## src/rtl/irq_regs_pkg.sv

```systemverilog
package irq_regs_pkg;
  localparam logic [7:0]  IDX_UNIT = 8'h00;
  localparam logic [7:0]  IDX_VER  = 8'h01;
  localparam logic [7:0]  IDX_ARB  = 8'h02;
  localparam int unsigned TBL_BASE = 16;
  localparam logic [31:0] LO_KEEP  = 32'h0001_AFFF;
  localparam logic [31:0] HI_KEEP  = 32'hFF00_0000;
  localparam logic [31:0] LO_RST   = 32'h0001_0000;

  typedef struct packed {
    logic [7:0] dest;
    logic       mask;
    logic       level;
    logic       low_active;
    logic       logical;
    logic [2:0] mode;
    logic [7:0] vector;
  } route_t;

  function automatic route_t unpack_entry(input logic [31:0] lo, input logic [31:0] hi);
    route_t r;
    r.vector     = lo[7:0];
    r.mode       = lo[10:8];
    r.logical    = lo[11];
    r.low_active = lo[13];
    r.level      = lo[15];
    r.mask       = lo[16];
    r.dest       = hi[31:24];
    return r;
  endfunction
endpackage

```

## src/rtl/irq_bus_front.sv

```systemverilog
module irq_bus_front #(
  parameter int ADDR_W  = 5,
  parameter int SEL_OFF = 0,
  parameter int WIN_OFF = 16
) (
  input  logic              clk,
  input  logic              rst_n,
  input  logic              req_valid,
  output logic              req_ready,
  input  logic              req_write,
  input  logic [ADDR_W-1:0] req_addr,
  input  logic [3:0]        req_strb,
  input  logic [31:0]       req_wdata,
  output logic              rsp_valid,
  input  logic              rsp_ready,
  output logic [31:0]       rsp_rdata,
  output logic              rsp_err,
  output logic [7:0]        sel_q,
  output logic              win_we,
  output logic [31:0]       win_wdata,
  input  logic [31:0]       win_rdata
);
  localparam logic [ADDR_W-1:0] SEL_A = SEL_OFF[ADDR_W-1:0];
  localparam logic [ADDR_W-1:0] WIN_A = WIN_OFF[ADDR_W-1:0];

  logic accept, hit_sel, hit_win, full, legal;

  assign req_ready = !rsp_valid || rsp_ready;
  assign accept    = req_valid && req_ready;
  assign hit_sel   = (req_addr == SEL_A);
  assign hit_win   = (req_addr == WIN_A);
  assign full      = &req_strb;
  assign legal     = (hit_sel || hit_win) && full;
  assign win_we    = accept && req_write && hit_win && full;
  assign win_wdata = req_wdata;

  always_ff @(posedge clk or negedge rst_n) begin
    if (!rst_n) begin
      sel_q <= '0;
    end else if (accept && req_write && hit_sel && full) begin
      sel_q <= req_wdata[7:0];
    end
  end

  always_ff @(posedge clk or negedge rst_n) begin
    if (!rst_n) begin
      rsp_valid <= 1'b0;
      rsp_rdata <= '0;
      rsp_err   <= 1'b0;
    end else if (accept) begin
      rsp_valid <= 1'b1;
      rsp_err   <= !legal;
      if (!legal || req_write) rsp_rdata <= '0;
      else if (hit_sel)        rsp_rdata <= {24'h0, sel_q};
      else                     rsp_rdata <= win_rdata;
    end else if (rsp_ready) begin
      rsp_valid <= 1'b0;
    end
  end
endmodule

```

## src/rtl/irq_ident_regs.sv

```systemverilog
module irq_ident_regs
  import irq_regs_pkg::*;
#(
  parameter int         N       = 24,
  parameter logic [7:0] VER     = 8'h11,
  parameter logic [7:0] INIT_ID = 8'h00
) (
  input  logic        clk,
  input  logic        rst_n,
  input  logic [7:0]  sel,
  input  logic        win_we,
  input  logic [31:0] win_wdata,
  output logic [7:0]  unit_id,
  output logic [7:0]  arb_id,
  output logic [31:0] rd_data
);
  localparam logic [7:0]  TOP_IDX  = 8'(N - 1);
  localparam logic [31:0] VER_WORD = {8'h00, TOP_IDX, 8'h00, VER};

  always_ff @(posedge clk or negedge rst_n) begin
    if (!rst_n) begin
      unit_id <= INIT_ID;
      arb_id  <= INIT_ID;
    end else if (win_we) begin
      if (sel == IDX_UNIT) unit_id <= win_wdata[31:24];
      if (sel == IDX_ARB)  arb_id  <= win_wdata[31:24];
    end
  end

  always_comb begin
    unique case (sel)
      IDX_UNIT: rd_data = {unit_id, 24'h0};
      IDX_VER:  rd_data = VER_WORD;
      IDX_ARB:  rd_data = {arb_id, 24'h0};
      default:  rd_data = '0;
    endcase
  end
endmodule

```

## src/rtl/irq_redir_table.sv

```systemverilog
module irq_redir_table
  import irq_regs_pkg::*;
#(
  parameter int N = 24
) (
  input  logic                clk,
  input  logic                rst_n,
  input  logic [7:0]          sel,
  input  logic                win_we,
  input  logic [31:0]         win_wdata,
  output logic [N-1:0][31:0]  lo_q,
  output logic [N-1:0][31:0]  hi_q,
  output logic [31:0]         rd_data
);
  for (genvar i = 0; i < N; i++) begin : g_ent
    localparam logic [7:0] LO_IDX = 8'(TBL_BASE + 2 * i);
    localparam logic [7:0] HI_IDX = 8'(TBL_BASE + 2 * i + 1);

    always_ff @(posedge clk or negedge rst_n) begin
      if (!rst_n) begin
        lo_q[i] <= LO_RST;
        hi_q[i] <= '0;
      end else if (win_we) begin
        if (sel == LO_IDX) lo_q[i] <= win_wdata & LO_KEEP;
        if (sel == HI_IDX) hi_q[i] <= win_wdata & HI_KEEP;
      end
    end
  end

  always_comb begin
    rd_data = '0;
    for (int i = 0; i < N; i++) begin
      if (sel == 8'(TBL_BASE + 2 * i))     rd_data = rd_data | lo_q[i];
      if (sel == 8'(TBL_BASE + 2 * i + 1)) rd_data = rd_data | hi_q[i];
    end
  end
endmodule

```

## src/rtl/irq_route_regs.sv

```systemverilog
module irq_route_regs
  import irq_regs_pkg::*;
#(
  parameter int         N       = 24,
  parameter logic [7:0] VER     = 8'h11,
  parameter logic [7:0] INIT_ID = 8'h00,
  parameter int         ADDR_W  = 5
) (
  input  logic              clk,
  input  logic              rst_n,
  input  logic              req_valid,
  output logic              req_ready,
  input  logic              req_write,
  input  logic [ADDR_W-1:0] req_addr,
  input  logic [3:0]        req_strb,
  input  logic [31:0]       req_wdata,
  output logic              rsp_valid,
  input  logic              rsp_ready,
  output logic [31:0]       rsp_rdata,
  output logic              rsp_err,
  output logic [7:0]        unit_id,
  output logic [7:0]        arb_id,
  output logic [N-1:0]      ent_mask,
  output logic [8*N-1:0]    ent_vector,
  output logic [3*N-1:0]    ent_mode,
  output logic [N-1:0]      ent_logical,
  output logic [N-1:0]      ent_low_active,
  output logic [N-1:0]      ent_level,
  output logic [8*N-1:0]    ent_dest
);
  logic [7:0]          sel_q;
  logic                win_we;
  logic [31:0]         win_wdata, win_rdata, id_rd, tbl_rd;
  logic [N-1:0][31:0]  lo_q, hi_q;

  irq_bus_front #(.ADDR_W(ADDR_W), .SEL_OFF(0), .WIN_OFF(16)) u_front (
    .clk(clk), .rst_n(rst_n),
    .req_valid(req_valid), .req_ready(req_ready), .req_write(req_write),
    .req_addr(req_addr), .req_strb(req_strb), .req_wdata(req_wdata),
    .rsp_valid(rsp_valid), .rsp_ready(rsp_ready), .rsp_rdata(rsp_rdata),
    .rsp_err(rsp_err), .sel_q(sel_q), .win_we(win_we),
    .win_wdata(win_wdata), .win_rdata(win_rdata)
  );

  irq_ident_regs #(.N(N), .VER(VER), .INIT_ID(INIT_ID)) u_ident (
    .clk(clk), .rst_n(rst_n), .sel(sel_q), .win_we(win_we),
    .win_wdata(win_wdata), .unit_id(unit_id), .arb_id(arb_id),
    .rd_data(id_rd)
  );

  irq_redir_table #(.N(N)) u_table (
    .clk(clk), .rst_n(rst_n), .sel(sel_q), .win_we(win_we),
    .win_wdata(win_wdata), .lo_q(lo_q), .hi_q(hi_q), .rd_data(tbl_rd)
  );

  // The two read sources never hit the same index, so an OR merges them.
  assign win_rdata = id_rd | tbl_rd;

  for (genvar i = 0; i < N; i++) begin : g_out
    route_t r;
    assign r = unpack_entry(lo_q[i], hi_q[i]);
    assign ent_mask[i]          = r.mask;
    assign ent_vector[8*i +: 8] = r.vector;
    assign ent_mode[3*i +: 3]   = r.mode;
    assign ent_logical[i]       = r.logical;
    assign ent_low_active[i]    = r.low_active;
    assign ent_level[i]         = r.level;
    assign ent_dest[8*i +: 8]   = r.dest;
  end
endmodule

```

## config.mk

```make
export PLATFORM = sky130hd
export DESIGN_NAME = irq_route_regs
export DESIGN_NICKNAME = d
export VERILOG_FILES = /design/src/rtl/irq_regs_pkg.sv /design/src/rtl/irq_bus_front.sv /design/src/rtl/irq_ident_regs.sv /design/src/rtl/irq_redir_table.sv /design/src/rtl/irq_route_regs.sv
export SDC_FILE = /design/constraint.sdc
export NUM_CORES = 1
export LEC_CHECK = 0
export BUFFER_PORTS_ARGS = -buffer_cell sky130_fd_sc_hd__buf_2
export CAP_MARGIN = 20
export CORE_UTILIZATION = 45
export DETAILED_ROUTE_END_ITERATION = 16
export PLACE_DENSITY = 0.8
export SLEW_MARGIN = 15
export SYNTH_ARGS = -nofsm -noshare
export SYNTH_HDL_FRONTEND = slang
export SYNTH_SLANG_ARGS = --single-unit
```

## constraint.sdc

```tcl
create_clock -name clk -period 2.7 [get_ports clk]
set_input_delay 0.27 -clock clk [delete_from_list [all_inputs] [get_ports clk]]
set_output_delay 0.27 -clock clk [all_outputs]
set_load 0.05 [all_outputs]
```

# After elaboration in Yosys (flattened, before gate mapping)
# Index checks and enable logic that the tools add are counted.
# classes
n_eq_ne	51
n_mux	53
n_bitwise	48
n_reduce_logical	66
# ops
cell	n
$mux W32	49
$or A32 B32 Y32	24
$or A32 B17 Y32	23
$eq A8 B6 Y1 const B	32
$eq A8 B5 Y1 const B	16
$reduce_and A2 Y1	50
$pmux W32 S3	1
$or A17 B32 Y32	1
$mux W17	1
$eq A8 B1 Y1 const B	1
$eq A8 B2 Y1 const B	1
$logic_not A8 Y1	1
$logic_and A1 B1 Y1	7
$eq A5 B5 Y1 const B	1
$logic_not A5 Y1	1
$reduce_and A4 Y1	1
$logic_or A1 B1 Y1	3
$logic_not A1 Y1	2
$mux W1	2
$reduce_bool A2 Y1	1
# word_totals
reg_bits	610
inputBits	46

# Depth between registers and ports, before layout
# Gate-level depths: netlist of run 1.
# depth
ltp_word	99
mapped_depth	10
ltp_nobuf	6

# Modules after synthesis
# Synthesis of run 1 repeated with hierarchy kept, for this count alone.
# hier_totals
cells_unflattened	3207
hier_area_um2	36451.2
# modules_own_cells
module	n_inst	cells_each	area_per_inst_um2	seq_area_each_um2
irq_redir_table	1	2886	33191.8	13843.3
irq_bus_front	1	205	2078.2	1051.0
irq_ident_regs	1	84	980.9	400.4
irq_route_regs	1	32	200.2	0.0

# Worst setup path before layout of run 1
# Ideal clock, no wire load.
# synth_timing
kind	register to register
from	register u_front.rsp_valid
to	register u_table.lo_q[292] (netlist bit)
setup_time_ns	0.125
t_arrival_ns	2.645
required_ns	2.575
path_slack_ns	-0.071
path_stages_with_launch	9
path_buffers	3
synth_period_minus_slack_ns	2.771
path_cell_list	dfrtp_1 nand2b_1 nand4_1 or3_1 buf_6 buf_12 nor2_8 buf_12 mux2_4
# synth_via
elab_chain_cells	7
# synth_lines
item	line	text
from (decl)	irq_bus_front.sv:14	output logic rsp_valid,
from (signal assigned)	irq_bus_front.sv:47	rsp_valid <= 1'b0;
from (signal assigned)	irq_bus_front.sv:51	rsp_valid <= 1'b1;
from (signal assigned)	irq_bus_front.sv:57	rsp_valid <= 1'b0;
$logic_not A1 Y1	irq_bus_front.sv:28	assign req_ready = !rsp_valid || rsp_ready;
$logic_or A1 B1 Y1	irq_bus_front.sv:28	
named net req_ready	irq_route_regs.sv:12	output logic req_ready,
$logic_and A1 B1 Y1	irq_bus_front.sv:29	assign accept = req_valid && req_ready;
$logic_and A1 B1 Y1 (3 in series)	irq_bus_front.sv:34	assign win_we = accept && req_write && hit_win && full;
$reduce_and A2 Y1 (no source line)	--	
to (signal, indexed assignment)	irq_redir_table.sv:24	if (sel == LO_IDX) lo_q[i] <= win_wdata & LO_KEEP;
to (decl)	irq_redir_table.sv:11	output logic [N-1:0][31:0] lo_q,
# The timed path passes the listed nets, and every way through them passes these cells.
# A chain may end at the register's enable or synchronous reset.

# Final worst setup path of run 1
# layout_timing
from	register u_front.sel_q[3]
to	register u_front.rsp_rdata[9]
# layout_via
elab_chain_cells	99
elab_cells_between_ends	146
# layout_lines
item	line	text
from (decl)	irq_bus_front.sv:18	output logic [7:0] sel_q,
from (signal assigned)	irq_bus_front.sv:41	sel_q <= req_wdata[7:0];
$eq A8 B5 Y1	irq_redir_table.sv:33	if (sel == 8'(TBL_BASE + 2 * i)) rd_data = rd_data | lo_q[i];
$mux W17	irq_redir_table.sv:33	
$or A17 B32 Y32	irq_redir_table.sv:34	if (sel == 8'(TBL_BASE + 2 * i + 1)) rd_data = rd_data | hi_q[i];
$mux W32	irq_redir_table.sv:34	
$or A32 B17 Y32	irq_redir_table.sv:33	
$mux W32	irq_redir_table.sv:33	
$or A32 B32 Y32	irq_redir_table.sv:34	
$mux W32	irq_redir_table.sv:34	
(+83 left out)	--	
$mux W32	irq_redir_table.sv:34	
$or A32 B17 Y32	irq_redir_table.sv:33	
$mux W32	irq_redir_table.sv:33	
$or A32 B32 Y32	irq_redir_table.sv:34	
$mux W32 (*)	irq_redir_table.sv:34	
$or A32 B32 Y32 (*)	irq_route_regs.sv:57	assign win_rdata = id_rd | tbl_rd;
$mux W32 (*)	irq_bus_front.sv:54	else if (hit_sel) rsp_rdata <= {24'h0, sel_q};
$mux W32 (*)	irq_bus_front.sv:53	if (!legal || req_write) rsp_rdata <= '0;
to (signal assigned)	irq_bus_front.sv:54	
to (signal assigned)	irq_bus_front.sv:55	else rsp_rdata <= win_rdata;
to (decl)	irq_bus_front.sv:16	output logic [31:0] rsp_rdata,
# Every way passes the cells marked *; elsewhere a longest branch is shown, timed or not.

==> summary by stage, run 1 <==
Run status
The flow ran to the end, but the final reports show violations. The checks that failed: negative setup slack.

Yosys
After synthesis, the netlist uses between 70 and 80 different library cells. The most instantiated flip-flop cell in the synthesis netlist is sky130_fd_sc_hd__dfrtp_1. The proportion of synthesized chip area in sequential cells is between 50% and 60%. Synthesis inferred ~600 register bits. The share of synthesized flip-flops with an asynchronous set or reset is 100%. The per-instance average area after synthesis is ~13 um^2.

After technology mapping, the gate count stands at 2128. The number of synthesized flops with an enable pin is 0. The total number of yosys warnings is 0.

The post-synthesis instance area is between 20000 and 30000 um^2.

STA
The final worst-path cycle share is 101%. The worst-margin pin slew is roughly 770 ps. The worst-case clock skew is around 28 ps. Setup violations remaining at the end of the flow were counted as 1. The worst hold-check slack is 32.6 ps. Once routing completed, OpenROAD measured the worst setup slack at -18.6 ps. Adding up every negative setup slack in the final design gives -18.6 ps. The number of slew-limit violations in the final report is 0. After layout, the minimum clock period comes to roughly 2700 ps. The maximum clock frequency is around 0.37 GHz. Setup repair after global routing left no endpoint under its margin.

In this run the tightest slew margin relative to its limit is 48.7%. The number of hold-slack violations in the final timing report was 0.

Cells and area
The number of filler cells placed in the layout is approximately 5100. Cells with a size suffix above 1 make up 56.6% of the layout. In the final design database the tool counted roughly 2900 nets.

With fillers left out, the area of the finished cells amounts to roughly 36000 um^2. From synthesis to final layout, the design area changed by 29.2%. The core utilization of the finished layout is about 60%.

Worst setup path
The worst setup path is launched from a flip-flop. The logic depth of the worst register-to-register path is 7. The critical path goes through buf_4, and3b_1, a22oi_1, a21o_1, nand3_1, a32o_1, a21o_1. On the critical path, the stage with the largest delay is an instance of sky130_fd_sc_hd__dfrtp_4. In this run the critical register-to-register path is captured at u_front.rsp_rdata[9]$_DFFE_PN0P_. The critical path is of the flip-flop to flip-flop type. On the worst path, the slowest cell contributes a delay of 560 ps. The maximum fanout encountered on the critical timing path is 19. STA classifies the critical path endpoint as a flip-flop. The total buffers and inverters traversed by the critical path is 1. The arrival time of data at the critical path endpoint is 3240 ps. The data required time of the critical path is about 3200 ps. The reg-to-reg critical path startpoint is u_front.sel_q[3]$_DFFE_PN0P_. In this run the register-to-register setup slack is -20 ps. The top cell family by delay on the critical path is compound AO/OA/AOI/OAI gates.

By instance count, the cell type seen most on the critical path is sky130_fd_sc_hd__a21o_1.

Floorplanning
The die is 252 um wide. The effective utilization at floorplan is between 40% and 50%. The area of the die is 63400 um^2. The total area inside the core boundary comes to 61700 um^2.

The boundary pin count is between 600 and 700. The die extent in y is between 200 and 300 um. The initialized floorplan defines 91 standard-cell rows.

Power and ir drop
The power per cell area is between 500 and 600 nW/um^2. IR analysis of the VDD net gives a maximum drop of 0.000635 V. The analysis attributes to cell leakage a power of between 15 and 20 nW.

Placed design
The wire-length estimate of the detail-placed layout is 97.1 mm. After detailed placement, the total cell area comes to 34000 um^2. Routability-driven placement finished with a final weighted congestion of 0.991. The number of port buffers is about 630.

Clocking
The total clock sinks is between 600 and 700. The number of buffers added by the clock tree synthesis step is 67. TritonCTS built the clock tree. The clock insertion delay at the later pin of the skew report is roughly 630 ps.

The H-tree was split into 3 levels. The maximum number of buffers from clock root to sink is 3. The clock-pin slew reported for the worst setup and hold paths after clock tree synthesis is around 60 ps. The clock tree root driver cell is sky130_fd_sc_hd__clkbuf_16.

Flow run
Max-cap violations in this run came to 0.

Route
In the final routed layout, each cell accounts on average for 34.7 um. Once detail routing completed, the nets flagged for antenna violations numbered 0. The via count normalized by instance count is between 6 and 7. The routed design has between 100 and 150 mm of wire. The first-pass detailed-route iteration total is 6. After the first detailed-routing iteration, the DRC count stood at about 2800. The detailed router placed 24132 vias in this run. After detailed routing, the number of remaining DRC violations is 0.

Global route
Entering global routing, the biggest net connects roughly 110 pins. The wire length of the first global-routing pass is between 150 and 200 mm. The total grt overflow is 0. The initial antenna violation count is 3.

The via count of the first global-routing pass came to 24216. The total track usage is 40.7%.

Worst hold path
Along the worst hold path, the cell count comes to 3. The worst hold path terminates at u_front.rsp_valid$_DFFE_PN0P_. The critical hold path startpoint is rsp_ready. The class of the tightest hold or removal check is primary input to flip-flop.
flip-flops by register name (all words and copies together) (netlist names):
name	count
u_ident.unit_id	8
u_table.lo_q	360
u_front.rsp_rdata	24
u_front.sel_q	8
u_ident.arb_id	8
u_front.rsp_valid	1
u_front.rsp_err	1
u_table.hi_q	192
final cells by class:
class | count | area (um^2) | share of cell area, %
Sequential cell | 602 | 15100 | 41.6
Antenna cell | 2 | 5.00 | 0.0138
Clock inverter | 30 | 360 | 0.992
Inverter | 2 | 7.51 | 0.0207
Timing Repair Buffer | 863 | 5600 | 15.4
Multi-Input combinational cell | 1350 | 12300 | 33.9
Clock buffer | 88 | 1890 | 5.19
Tap cell | 837 | 1050 | 2.88
Yosys cell counts, types with 12 or more instances:
master,n,share of area (%)
sky130_fd_sc_hd__a221oi_1,20,0.62
sky130_fd_sc_hd__nand2_1,62,0.83
sky130_fd_sc_hd__a32oi_1,15,0.47
sky130_fd_sc_hd__mux2_2,578,23
sky130_fd_sc_hd__o22ai_1,33,0.73
sky130_fd_sc_hd__buf_4,18,0.48
sky130_fd_sc_hd__nor3_1,16,0.28
sky130_fd_sc_hd__nor2b_1,12,0.27
sky130_fd_sc_hd__mux2i_1,113,4.0
sky130_fd_sc_hd__buf_1,12,0.16
sky130_fd_sc_hd__a22oi_1,68,1.8
sky130_fd_sc_hd__a21oi_1,33,0.59
sky130_fd_sc_hd__o21ai_0,59,1.1
sky130_fd_sc_hd__dfstp_2,24,2.2
sky130_fd_sc_hd__nor2_2,21,0.47
sky130_fd_sc_hd__a31oi_1,15,0.33
sky130_fd_sc_hd__buf_2,32,0.57
sky130_fd_sc_hd__nor2_1,51,0.68
sky130_fd_sc_hd__dfrtp_1,578,51
sky130_fd_sc_hd__clkbuf_1,112,1.5
sky130_fd_sc_hd__nand3_1,26,0.46
sky130_fd_sc_hd__a22o_1,21,0.65
per-stage QoR:
stage	power [mW]	cells	setup WS [ps]
floorplan	9.41	2133	134
global placement	9.87	3652	-122
detailed placement	9.89	3652	-123
CTS	19.2	3772	44.1
global route	19.6	3772	1.69
finish	19.2	3774	-18.6
where the power goes:
| part | switching, mW | internal [mW] | leakage [nW] |
|---|---|---|---|
| clock | 4.03 | 5.37 | 1.08 |
| combinational | 0.575 | 0.138 | 10.1 |
| sequential | 0.00692 | 9.03 | 8.30 |
| total | 4.61 | 14.5 | 19.4 |
worst register-to-register path, cell delays in order, from the launching register on:
cell,delay [ps]
sky130_fd_sc_hd__dfrtp_4,560
sky130_fd_sc_hd__buf_4,340
sky130_fd_sc_hd__and3b_1,480
sky130_fd_sc_hd__a22oi_1,560
sky130_fd_sc_hd__a21o_1,200
sky130_fd_sc_hd__nand3_1,60
sky130_fd_sc_hd__a32o_1,260
sky130_fd_sc_hd__a21o_1,150
repair_timing:
item | CTS | global route
hold buffers | 2 | 0
pin swaps | 0 | 0
setup endpoints to repair | 4 | 18
setup buffers | 0 | 0
resized for setup | 1 | 6
endpoints found under the hold margin | 240 | 0
worst max path at each step:
stage	startpoint	end	slack, ps	cells after the start
2_1_floorplan	req_addr[1]	u_table.lo_q[292]$_DFFE_PN0P_	130	9
3_3_place_gp	u_front.sel_q[3]$_DFFE_PN0P_	u_front.rsp_rdata[9]$_DFFE_PN0P_	-120	7
3_5_place_dp	u_front.sel_q[3]$_DFFE_PN0P_	u_front.rsp_rdata[9]$_DFFE_PN0P_	-120	7
4_1_cts	u_front.sel_q[3]$_DFFE_PN0P_	u_front.rsp_rdata[3]$_DFFE_PN0P_	40	9
5_1_grt	u_front.sel_q[2]$_DFFE_PN0P_	u_front.rsp_rdata[10]$_DFFE_PN0P_	2	8
6_report	u_front.sel_q[3]$_DFFE_PN0P_	u_front.rsp_rdata[9]$_DFFE_PN0P_	-20	7
routing by layer:
| metal | up-vias | GRT usage [%] | wire length [um] |
|---|---|---|---|
| met2 | 1847 | 63.4 | 59500 |
| met4 | 4 | 27.9 | 10700 |
| li1 | 9486 | - | - |
| met5 | - | 0 | 19 |
| met3 | 525 | 11.4 | 14000 |
| met1 | 12270 | 49.0 | 46600 |
cells in the final DEF, fill, tap and decap left out, drive strengths merged, types with 18 or more instances in the layout:
cell type	n
a21oi	33
a221oi	20
a22o	21
a22oi	68
buf	861
clkbuf	88
dfrtp	578
dfstp	24
mux2	598
mux2i	113
nand2	62
nand3	26
nor2	88
nor3	18
o21ai	59
o22ai	33
logic make-up (layout without fill, tap and decap cells):
group                  Yosys count  after routing  share of synthesized area [%]
buffers and inverters          181            983                           3.00
other                            1              8                         0.0133
AOI/OAI and AO/OA              352            352                           9.02
muxes                          714            714                           28.4
DFF                            602            602                           53.7
and+or+nand+nor                278            278                           5.90
Note: power is estimated with default switching activity, not from simulation.
==> inputs of run 2 (changes only) <==
--- a/config.mk
+++ b/config.mk
@@ -9,7 +9,7 @@
 export CAP_MARGIN = 20
 export CORE_UTILIZATION = 45
 export DETAILED_ROUTE_END_ITERATION = 16
-export PLACE_DENSITY = 0.8
+export PLACE_DENSITY = 0.67
 export SLEW_MARGIN = 15
 export SYNTH_ARGS = -nofsm -noshare
 export SYNTH_HDL_FRONTEND = slang
==> constraint.sdc (replaced) <==
create_clock -name clk -period 3.3 [get_ports clk]
set_input_delay 0.33 -clock clk [delete_from_list [all_inputs] [get_ports clk]]
set_output_delay 0.33 -clock clk [all_outputs]
set_load 0.05 [all_outputs]
==> run 2 against run 1 <==
  * The run now ends clean
  * Fmax is 12% lower
  * Flip-flop and latch count unchanged
  * Worst setup slack improved by 250 ps
  * Die area stayed put
  * Critical endpoint is now u_front.rsp_rdata[24]$_DFFE_PN0P_
  * Largest power group unchanged
==> summary by stage, run 2 (same netlist as run 1, synthesis figures left out) <==
Run status
The flow ran to the end, and the final reports show no timing, DRC or antenna violations.

Clocking
The clock insertion delay at the later pin of the skew report is 630 ps (about the same). The maximum number of buffers from clock root to sink is 3 (unchanged). The number of buffers added by the clock tree synthesis step is 67 (unchanged). TritonCTS built the clock tree. The total clock sinks came to 602 (unchanged).

The clock-pin slew reported for the worst setup and hold paths after clock tree synthesis is 60 ps (about the same). The count of instances resized after the clock tree is built came to 0 (-1). The deepest level of the CTS H-tree is 3 (unchanged).

CTS placed an instance of sky130_fd_sc_hd__clkbuf_16 at the clock tree root.

Worst setup path
The biggest cell delay along the critical path is 730 ps (+170 ps). The arrival time of data at the critical path endpoint came to 3600 ps (+360 ps). The classification of the worst setup path is flip-flop to flip-flop. The logic depth of the worst register-to-register path is 6 (-1). Among the stages of the critical path, the cell type that occurs most often is sky130_fd_sc_hd__o21ai_0. The maximum fanout encountered on the critical timing path came to 24 (+5).

The worst register-to-register path ends at u_front.rsp_rdata[24]$_DFFE_PN0P_. Traced cell by cell, the critical path runs through nor2b_1, nand2_1, o32a_1, o21ai_0, nor3_1, o21ai_0. The worst setup path is launched from a flip-flop. The data required time of the critical path is 3830 ps (+610 ps). The register-to-register path setup slack is 230 ps (+250 ps). The worst setup path is captured at a flip-flop. Among all stages on the critical path, the largest delay is contributed by sky130_fd_sc_hd__nor2b_1. The worst register-to-register path begins at u_front.sel_q[1]$_DFFE_PN0P_.

Placed design
The final weighted congestion in routability-driven placement is 0.960 (-3.2%). The HPWL reported at the end of detailed placement is 93.9 mm (-3.3%). The setup slack after placement was 244 ps (+368 ps). The number of port buffers was 633 (unchanged).

Power and ir drop
The portion of total power attributed to sequential cells is 47.4% (+0.2 points). The switching power share of the total was 23.5% (-0.56 points). The leakage power came to 19.0 nW (-2.1%). The combinational power share was 3.6% (about the same). The clock share of power is 48.9% (-0.2 points). The reported net switching power is 3.67 mW (-20%). The cell-internal power came to 11.9 mW (-18%). The maximum vdd drop is 0.000368 V (-42%). The total power after layout is 15.6 mW (-19%). The power per cell area came to 439 nW/um^2 (-17%).

STA
The number of slew-limit violations in the final report came to 0 (unchanged). The number of hold-slack violations in the final timing report came to 0 (unchanged). The relative slew slack is 44.4% (-4.3 points). The worst-case clock skew is 34.5 ps (+6.87 ps). The final worst-path cycle share is 93.1% (-7.6 points). The final worst-path setup slack is 227 ps (+245 ps). The number of setup violations in the final report is 0 (-1). Setup repair after global routing left no endpoint under its margin. The worst-margin pin slew was 832 ps (+65.3 ps). The setup TNS after final layout came to 0 ps (+18.6 ps). The maximum clock frequency was 0.325 GHz (-12%). The post-route minimum period is 3070 ps (+355 ps).

Route
The DRC violation count after routing came to 0 (unchanged). The first-pass detailed-route iteration total is 6 (unchanged). The final antenna-violating net count is 0 (unchanged). The average wire per cell in the routed design is 34.7 um (+0.10%). The via count normalized by instance count was 6.35 (-0.76%). The total wire length after detailed routing came to 129 mm (-1.4%). The violation count after the first detailed-routing iteration was 2531 (-8.9%). The via count of the routed design is 23593 (-2.2%).

Worst hold path
The class of the tightest hold or removal check is primary input to flip-flop. The hold path depth came to 3 (unchanged). The critical hold path startpoint is rsp_ready. The path with the worst hold slack has its endpoint at u_front.rsp_valid$_DFFE_PN0P_.

Cells and area
The fraction of final layout cells with drive strength greater than 1 is 55.5% (-1.1 points). The post-layout net count is 2873 (-2.0%). The area growth from synthesis to layout is 26.3%.

The flip-flop count of the largest register after layout came to 360 (unchanged). The register with the most flip-flops in the final layout is u_table.lo_q. In the final layout, the registers with the most flip-flops are u_table.lo_q: 360 flops, u_table.hi_q: 192 flops, u_front.rsp_rdata: 24 flops. Leaving out fill and tap cells, the most frequent cells in the layout are sky130_fd_sc_hd__buf_2 (632), sky130_fd_sc_hd__mux2_2 (578), sky130_fd_sc_hd__dfrtp_1 (574), sky130_fd_sc_hd__buf_4 (140), sky130_fd_sc_hd__mux2i_1 (113). The most common library cell in the layout ignoring fill and taps is sky130_fd_sc_hd__buf_2.

Floorplanning
The core area is 61700 um^2 (unchanged). The horizontal die dimension is 252 um (unchanged). The effective utilization at floorplan is 45.5% (unchanged). The area of the die was 63400 um^2 (unchanged).

The boundary pin count is 649 (unchanged). The number of placement rows is 91 (unchanged). The die extent in y is 252 um (unchanged).

Global route
The via count of the first global-routing pass is 23625 (-2.4%). The total grt overflow came to 0 (unchanged). The total track usage is 40.2% (-0.48 points). The maximum number of pins on one net before global-route repair is 83 (-23%).

The wire length of the first global-routing pass is 180 mm (-1.8%). The initial antenna violation count came to 5 (+2).

Flow run
The max-cap violation count is 0 (unchanged).
[run 2: cell types whose count changed in the layout (fill, tap and decap cells not counted), moves of 3 or more]
cell                         delta
sky130_fd_sc_hd__buf_4         -32
sky130_fd_sc_hd__clkbuf_1       +8
sky130_fd_sc_hd__nor2_2         +3
sky130_fd_sc_hd__clkinvlp_4     -3
sky130_fd_sc_hd__buf_12        -26
sky130_fd_sc_hd__clkinv_4       -3
sky130_fd_sc_hd__clkinv_2       +3
[run 2: layout make-up]
type	count	area (um^2)
diodes	3	7.51
clock buffers	96	1940
clock inverters	24	274
fillers	5198	26200
inverters	2	7.51
multi-input cells	1350	12300
flip-flops and latches	602	15100
well taps	837	1050
repair buffers	804	4830
[run 2: worst max-delay path by stage]
stage	start	endpoint	slack [ps]	cells after the start
4_1_cts	u_front.sel_q[1]$_DFFE_PN0P_	u_front.rsp_rdata[24]$_DFFE_PN0P_	270	6
5_1_grt	u_front.sel_q[1]$_DFFE_PN0P_	u_front.rsp_rdata[24]$_DFFE_PN0P_	180	6
2_1_floorplan	u_front.rsp_valid$_DFFE_PN0P_	u_table.lo_q[292]$_DFFE_PN0P_	530	8
6_report	u_front.sel_q[1]$_DFFE_PN0P_	u_front.rsp_rdata[24]$_DFFE_PN0P_	230	6
3_3_place_gp	req_addr[0]	u_table.lo_q[264]$_DFFE_PN0P_	260	7
3_5_place_dp	req_addr[0]	u_table.lo_q[260]$_DFFE_PN0P_	240	7
[run 2: critical path: cells and delay by family (launching register included)]
family / cells / cell delay (ps)
flip-flops: 1 / 670
AO/OA/AOI/OAI: 3 / 850
AND/OR/NAND/NOR: 3 / 1430
[run 2: per-layer routing]
metal | routed length (um) | track usage [%]
met5 | 8 | 0
met4 | 8540 | 24.3
met3 | 13800 | 10.7
met2 | 60500 | 64.1
met1 | 46200 | 48.9
[run 2: through the flow]
stage	cells	util [%]	area [um^2]	hold slack, ps
final	3718	57.5	35500	124
after detailed placement	3593	53.9	33200	407
after global routing	3716	57.5	35500	143
after CTS	3715	57.5	35500	99.3
after floorplan	2133	-	28100	34.4
after global placement	3593	53.9	33200	412
[run 2: power groups by stage]
stage               registers [mW]  logic [mW]  clock network, mW
finish                        7.40       0.568               7.63
global route                  7.39       0.597               7.95
CTS                           7.40       0.560               7.67
detailed placement            7.53       0.556                  0
global placement              7.53       0.548                  0
floorplan                     7.53       0.170                  0
[run 2: what timing repair did]
| item | CTS | global route |
|---|---|---|
| endpoints found under the hold margin | 70 | 0 |
| setup buffers | 0 | 0 |
| hold buffers | 2 | 0 |
